==> src/rtl/wave_timer_pkg.sv <==
package wave_timer_pkg;
  typedef enum logic {
    MODE_SINGLE = 1'b0,
    MODE_CONT   = 1'b1
  } cntMode_t;

  // Control-to-datapath strobe bundle
  typedef struct packed {
    logic clearAll;
    logic restart;
    logic countUp;
    logic wrapZero;
    logic setWave;
    logic clearWave;
  } dpStrobe_t;
endpackage

==> src/rtl/wave_timer_ctrl.sv <==
module wave_timer_ctrl
  import wave_timer_pkg::*;
(
  input  logic      clk,
  input  logic      rst_n,
  input  logic      enable,
  input  logic      startSingle,
  input  logic      startCont,
  input  logic      trigIn,
  input  logic      outModeSel,
  input  logic      matchCmp,
  input  logic      matchArr,
  output dpStrobe_t strobe,
  output logic      running
);
  cntMode_t mode, modeNext;
  logic trigPrev, pulseDone;
  logic trigEdge, startReq, inhibitSet, reloadHit;

  always_comb begin
    trigEdge = trigIn & ~trigPrev;
    if (startSingle)     modeNext = MODE_SINGLE;
    else if (startCont)  modeNext = MODE_CONT;
    else                 modeNext = mode;
    startReq   = enable & ~running & (startSingle | startCont | trigEdge);
    reloadHit  = enable & running & matchArr;
    inhibitSet = ~outModeSel & (modeNext == MODE_SINGLE) & pulseDone;
    strobe           = '0;
    strobe.clearAll  = ~enable;
    strobe.restart   = startReq;
    strobe.countUp   = enable & running & ~matchArr;
    strobe.wrapZero  = reloadHit;
    strobe.setWave   = enable & running & matchCmp & ~inhibitSet;
    strobe.clearWave = reloadHit & ~outModeSel;
  end

  always_ff @(posedge clk or negedge rst_n) begin
    if (!rst_n) begin
      mode      <= MODE_SINGLE;
      running   <= 1'b0;
      trigPrev  <= 1'b0;
      pulseDone <= 1'b0;
    end else begin
      trigPrev <= trigIn;
      if (!enable) begin
        mode      <= MODE_SINGLE;
        running   <= 1'b0;
        pulseDone <= 1'b0;
      end else begin
        mode <= modeNext;
        if (startReq) begin
          running   <= 1'b1;
          pulseDone <= 1'b0;
        end else if (reloadHit) begin
          pulseDone <= 1'b1;
          if (modeNext == MODE_SINGLE) running <= 1'b0;
        end
      end
    end
  end

  // a low enable halts any run
  a_r1_stop_when_off: assert property (@(posedge clk) disable iff (!rst_n)
    !enable |=> !running);

  // mid-run, only a reload match can end the run
  a_r5_run_until_reload: assert property (@(posedge clk) disable iff (!rst_n)
    (enable && running && !matchArr) |=> running);

  // continuous mode never ends a run at a reload match
  a_r3_cont_keeps_running: assert property (@(posedge clk) disable iff (!rst_n)
    (enable && running && matchArr && mode == MODE_CONT && !startSingle) |=> running);
endmodule

==> src/rtl/wave_timer_dp.sv <==
module wave_timer_dp
  import wave_timer_pkg::*;
#(
  parameter int CNT_W = 32
) (
  input  logic             clk,
  input  logic             rst_n,
  input  dpStrobe_t        strobe,
  input  logic [CNT_W-1:0] autoReload,
  input  logic [CNT_W-1:0] compare,
  output logic [CNT_W-1:0] count,
  output logic             matchCmp,
  output logic             matchArr,
  output logic             waveLevel
);
  localparam logic [CNT_W-1:0] CNT_ONE = CNT_W'(1);

  assign matchCmp = (count == compare);
  assign matchArr = (count == autoReload);

  always_ff @(posedge clk or negedge rst_n) begin
    if (!rst_n) begin
      count <= '0;
    end else if (strobe.clearAll || strobe.restart || strobe.wrapZero) begin
      count <= '0;
    end else if (strobe.countUp) begin
      count <= count + CNT_ONE;
    end
  end

  always_ff @(posedge clk or negedge rst_n) begin
    if (!rst_n) begin
      waveLevel <= 1'b0;
    end else if (strobe.clearAll || strobe.restart) begin
      waveLevel <= 1'b0;
    end else if (strobe.setWave) begin
      waveLevel <= 1'b1;
    end else if (strobe.clearWave) begin
      waveLevel <= 1'b0;
    end
  end

  // the counter advances by exactly one on a count strobe
  a_r2_step_one: assert property (@(posedge clk) disable iff (!rst_n)
    (strobe.countUp && !strobe.clearAll) |=> (count == $past(count) + CNT_ONE));
endmodule

==> src/rtl/wave_timer.sv <==
module wave_timer
  import wave_timer_pkg::*;
#(
  parameter int CNT_W = 32
) (
  input  logic             clk,
  input  logic             rst_n,
  input  logic             enable,
  input  logic             startSingle,
  input  logic             startCont,
  input  logic             trigIn,
  input  logic [CNT_W-1:0] autoReload,
  input  logic [CNT_W-1:0] compare,
  input  logic             outModeSel,
  input  logic             polaritySel,
  output logic [CNT_W-1:0] count,
  output logic             waveOut
);
  dpStrobe_t strobe;
  logic running, matchCmp, matchArr, waveLevel;

  wave_timer_ctrl u_ctrl (
    .clk         (clk),
    .rst_n       (rst_n),
    .enable      (enable),
    .startSingle (startSingle),
    .startCont   (startCont),
    .trigIn      (trigIn),
    .outModeSel  (outModeSel),
    .matchCmp    (matchCmp),
    .matchArr    (matchArr),
    .strobe      (strobe),
    .running     (running)
  );

  wave_timer_dp #(.CNT_W(CNT_W)) u_dp (
    .clk        (clk),
    .rst_n      (rst_n),
    .strobe     (strobe),
    .autoReload (autoReload),
    .compare    (compare),
    .count      (count),
    .matchCmp   (matchCmp),
    .matchArr   (matchArr),
    .waveLevel  (waveLevel)
  );

  assign waveOut = waveLevel ^ polaritySel;

  // a disable clears the counter on the next edge
  a_r1_count_cleared: assert property (@(posedge clk) disable iff (!rst_n)
    !enable |=> (count == '0));

  // in PWM shape the pin is inactive right after a reload match
  a_r6_fall_at_reload: assert property (@(posedge clk) disable iff (!rst_n)
    (enable && running && count == autoReload && !outModeSel) |=> (waveOut == polaritySel));

  // in set shape an active level holds while the run continues
  a_r8_hold_level: assert property (@(posedge clk) disable iff (!rst_n)
    (enable && running && outModeSel && waveLevel) |=> waveLevel);
endmodule

==> config.mk <==
export PLATFORM = sky130hd
export DESIGN_NAME = wave_timer
export DESIGN_NICKNAME = d
export VERILOG_FILES = /design/src/rtl/wave_timer_pkg.sv /design/src/rtl/wave_timer_ctrl.sv /design/src/rtl/wave_timer_dp.sv /design/src/rtl/wave_timer.sv
export SDC_FILE = /design/constraint.sdc
export NUM_CORES = 1
export LEC_CHECK = 0
export ABC_AREA = 1
export BUFFER_PORTS_ARGS = -buffer_cell sky130_fd_sc_hd__clkbuf_2
export CAP_MARGIN = 0
export CORE_MARGIN = 4
export CORE_UTILIZATION = 30
export CTS_CLUSTER_DIAMETER = 30
export DETAILED_ROUTE_END_ITERATION = 10
export GPL_ROUTABILITY_DRIVEN = 0
export GPL_TIMING_DRIVEN = 0
export SLEW_MARGIN = 20
export SYNTH_ARGS = -nofsm -noshare
export SYNTH_HDL_FRONTEND = slang
export SYNTH_SLANG_ARGS = --single-unit
==> constraint.sdc <==
create_clock -name clk -period 1.7 [get_ports clk]
set_input_delay 0.17 -clock clk [delete_from_list [all_inputs] [get_ports clk]]
set_output_delay 0.17 -clock clk [all_outputs]
set_load 0.005 [all_outputs]
After elaboration in Yosys (flattened, before gate mapping)
Cells that the tools add are included.

cells by class
  add/subtract/negate cells = 1
  reduce and logical (&&, ||, !) cells = 5
  muxes and demuxes = 15
  bitwise operators = 21
  equal/unequal tests = 4

operators with widths
  cell                                           count
  equality test 32 bit                           2
  2-to-1 mux 32 bit                              2
  adder 32 x 1 -> 32 bit, second input constant  1
  2-to-1 mux 1 bit                               13
  bitwise AND 1 bit                              11
  inverter 1 bit                                 7
  != test 3 x 1 -> 1 bit, second input constant  1
  != test 3 bit, second input constant           1
  nonzero test 3 bit                             1
  logical OR 1 bit                               2
  bitwise OR 1 bit                               2
  AND reduction 2 bit                            1
  nonzero test 2 bit                             1
  bitwise XOR 1 bit                              1

storage, ports and cells
  word-level logic and storage cells = 52
  register bits = 37

Depth between registers and ports, before layout
  depth in word-level cells = 9
  depth in mapped cells = 13
  depth with buffers taken out = 11

Modules after synthesis
Synthesis repeated with hierarchy kept, for this count alone.

second synthesis, totals
  cells, all modules = 484
  area, all modules = 3170.5 um2

by module, submodules not included
  module           cells an instance  area each (um2)  instances
  wave_timer_dp    443                2902.8           1
  wave_timer_ctrl  36                 249.0            1
  wave_timer       5                  18.8             1

Least setup slack after synthesis
OpenSTA, ideal clock, no wires.

  kind = register -> register
  start = register u_dp.count[0]
  end = register u_dp.count[30]
  arrival time = 1.461 ns
  data required time = 1.582 ns
  path buffers = 0
  period minus slack after synthesis = 1.580 ns
  cell stages (with the launch flop) = 10
  setup slack = 0.120 ns
  cells stage by stage = dfrtp_1 ha_1 nand2_1 nor2_1 nand3_1 nor2_2 nand3_1 nor2_1 xor2_1 nor2_1

between the ends
  longest elaborated chain between the ends = 4

RTL lines
  element                                                                         line                 text
  start, declared                                                                 wave_timer_dp.sv:11  output logic [CNT_W-1:0] count,
  start signal, assigned                                                          wave_timer_dp.sv:27  count <= count + CNT_ONE;
  parallel branches: the longest is 4 deep, another holds adder 32 x 1 -> 32 bit  --

Several ways; the timed one is not identified. The select of a mux whose other input is x is not followed.
A chain may end at the register's enable or synchronous reset.

Final worst setup path
  start = register u_dp.count[12]
  end = register u_dp.count[5]

between the ends
  longest elaborated chain between the ends = 4

RTL lines
  element                                                  line                                          text
  equality test 32 bit *                                   wave_timer_dp.sv:19                           assign matchArr = (count == autoReload);
  bitwise AND 1 bit or inverter 1 bit (tied branches)      wave_timer_ctrl.sv:26, wave_timer_ctrl.sv:31
  logical OR 1 bit or bitwise AND 1 bit (tied branches)    wave_timer_dp.sv:24, wave_timer_ctrl.sv:31
  2-to-1 mux 32 bit or nonzero test 2 bit (tied branches)  --

Every way passes the cells marked *; elsewhere a longest branch is shown, timed or not.

==> impl_results.md <==
- Status: complete, but fails checks
- Failing checks: hold timing, setup timing
- Post-DP HPWL: 8.989 mm
- Final setup viols: 30
- Routed len/inst: 14.99 um
- Seq/Total Area, Yosys: 0.2916
- First-pass GRT wire length: 18.82 mm
- Clk root buf: clkbuf_8
- Vias in the first global route: 3828
- Detailed Routing Iterations Pass 1: 5
- Worst slack, placed: -0.2319 ns
- Setup crit start: u_dp.count[12]
- Pwr Density: 445.7 nW/um^2
- Flops & latches, synth: 37
- Clk sink count: 37
- Fin Hold WS: -0.006730 ns
- Count of pins over their slew limit: 0
- Ys async rst share: 1.000
- Reg2Reg Depth: 12
- Crit path time final: 1.842 ns
- Critical path's slowest cell: dfrtp_2
- Worst slew pin tran: 0.8827 ns
- Top fanout value on the critical path: 6
- Syn-to-layout area delta: 52.36%
- Cells after Synth: 514
- Synthesized area: 3176 um^2
- Final Hold Viols: 8
- Io pins: 105
- Fin crit share: 1.083
- Antenna Violating Nets Remaining: 0
- Starting Density: 0.3076
- Kind of critical path: reg -> reg
- FILL cells: 1036
- ANT cells: 0
- R2R Setup Slk: -0.14 ns
- Post-synth EDFFs: 0
- Critical Path AT: 2.02 ns
- Unique masters post-synth: 29
- Setup crit end kind: register
- R2R Path Start: u_dp.count[12]
- Syn nets: 587
- Avg Inst Size Synth: 6.178 um^2
- RSZ-0062 raised after global routing: yes
- Initial antenna violation count: 0
- Class of the tightest hold or removal check: in -> async
- Drt initial violations: 245
- Insertion delay to the later sink of the worst-skew pair: 0.29 ns
- Worst Clk Skew: 0.007891 ns
- TritonCTS clock tree: yes
- Placeable Area: 10320 um^2
- Largest area contributor in the netlist: dfrtp_1
- Port bufs: 104
- Remaining global-route overflow: 0
- Post-cts hold buffer count: 0
- Placed cell count: 754
- Routed wire length: 12.16 mm
- Most frequent cell after synthesis: nand2_1
- Maximum VDD drop: 0.2580 mV
- Vias: 3937
- CP dominant cell by count: nand2_1
- Post-synth top cells: 151 x nand2_1, 83 x nor2_1, 81 x inv_1
- Worst R2R End: u_dp.count[5]
- CTS H-tree depth: 2
- Layout cells sized above 1: 0.4281
- Max-cap violation count: 0
- Vias per cell: 4.855
- Layout Cells excl Fill: 811
- Clock Path Buffers: 2
- Largest net degree at the start of global routing: 38
- Total GRT Usage: 0.1878
- Die extent in x: 110.9 um
- Site Rows: 37
- Area of the multi-input gates: 2252 um^2
- Fmax: 543.0 MHz
- Worst path max stage delay: 0.45 ns
- Relative slew margins: 0.4115
- Drt drc: 0
- Fin Setup TNS: -2.866 ns
- Final worst slack: -0.1417 ns
- Final core occ: 0.4687
- Primary FF master, synth: dfrtp_1
- Die height: 110.9 um
- Design Power: 2.156 mW
- Num CTS Buffers: 5
- Sequential standard cell area: 955.9 um^2
- Clock transition at path regs: 0.08 ns
- Worst Path Required: 1.87 ns
- YS warnings: 0
- Share of the synthesized area in the top cell type: 0.2916
- Die ar.: 12300 um^2
- Leak: 2.351 nW
- Largest cells by area after synthesis: dfrtp_1 29%, nand2_1 18%, nor2_1 9.8%, inv_1 9.6%, xor2_1 6.9%
- Worst setup SP type: register
- Final #Nets: 748
- CP cell instances: nand2_1, nand2_2, nor2_1, nand2_1, nor2_1, nand2_1, nor2_2, nand2_2, nand2_4, buf_12, buf_12, nor2_4
-- critical path: cells and delay by family (launching register included) --
kind          cells  cell delay (ns)
simple gates     10             1.00
flops             1             0.45
buf+inv           2             0.26
-- worst max path at each step --
stage | end | slack [ns] | depth (start not counted)
2_1_floorplan | u_dp.count[30] | 0.12 | 9
3_3_place_gp | u_dp.count[30] | -0.22 | 9
3_5_place_dp | u_dp.count[30] | -0.23 | 9
4_1_cts | u_dp.count[1] | -0.07 | 13
5_1_grt | u_dp.count[1] | -0.19 | 12
6_report | u_dp.count[5] | -0.14 | 12
-- flip-flops by register name, indices dropped and copies added (netlist names) --
name,count
u_dp.waveLevel,1
u_ctrl.trigPrev,1
u_ctrl.running,1
u_ctrl.mode,1
u_ctrl.pulseDone,1
u_dp.count,32
-- stage by stage --
stage / hold slack [ns] / area [um^2]
3_5_place_dp: 0.3046 / 3866
4_1_cts: 0.006796 / 4423
5_1_grt: 0.004919 / 4838
3_3_place_gp: 0.2983 / 3866
6_report: -0.006730 / 4838
2_1_floorplan: -0.1256 / 3176
-- cell type report --
cell class              count  share of cell area
multi-input cells         383              0.4655
well taps                 136             0.03517
inverters                  84             0.06568
repair buffers            158              0.2056
flip-flops and latches     37              0.1976
clock buffers               7             0.01784
plain buffers               6             0.01267
-- kinds of logic after synthesis --
family	Yosys count	share of synthesized area
compound gates	29	0.05122
xor+xnor	41	0.1131
fa+ha+maj	1	0.003939
buf+inv	94	0.1217
flops	37	0.2916
simple gates	312	0.4184
-- cells in the final DEF, fill, tap and decap left out, drive strengths merged --
cell type	instances
inv	84
nor4	1
xor2	25
nor2	87
nor3	21
nand3	26
ha	1
o31ai	1
clkbuf	113
nand2	152
a21oi	7
xnor2	16
o22ai	7
buf	58
nand4	21
o21ai	14
dfrtp	37
or2	4
-- metal layers --
metal	global-route usage	wire [um]
met2	0.3030	5605
met3	0.03057	882
met1	0.2585	5357
met5	0	0
met4	0.05501	310
-- power by group --
part / internal [mW] / switching (mW) / total (mW) / leakage, nW
combinational: 0.271 / 0.314 / 0.586 / 1.84
clock: 0.323 / 0.336 / 0.659 / 0.0443
sequential: 0.896 / 0.0164 / 0.912 / 0.471
total: 1.49 / 0.667 / 2.16 / 2.35
-- what timing repair did --
action / 4_1_cts / 5_1_grt
endpoints found under the setup margin: 31 / 34
gates cloned: 2 / 0
hold endpoints to repair: 0 / 0
buffers inserted: 26 / 29
gates resized for setup: 61 / 85
pin swaps: 16 / 38
No activity file was read; power rests on OpenSTA's default activity.
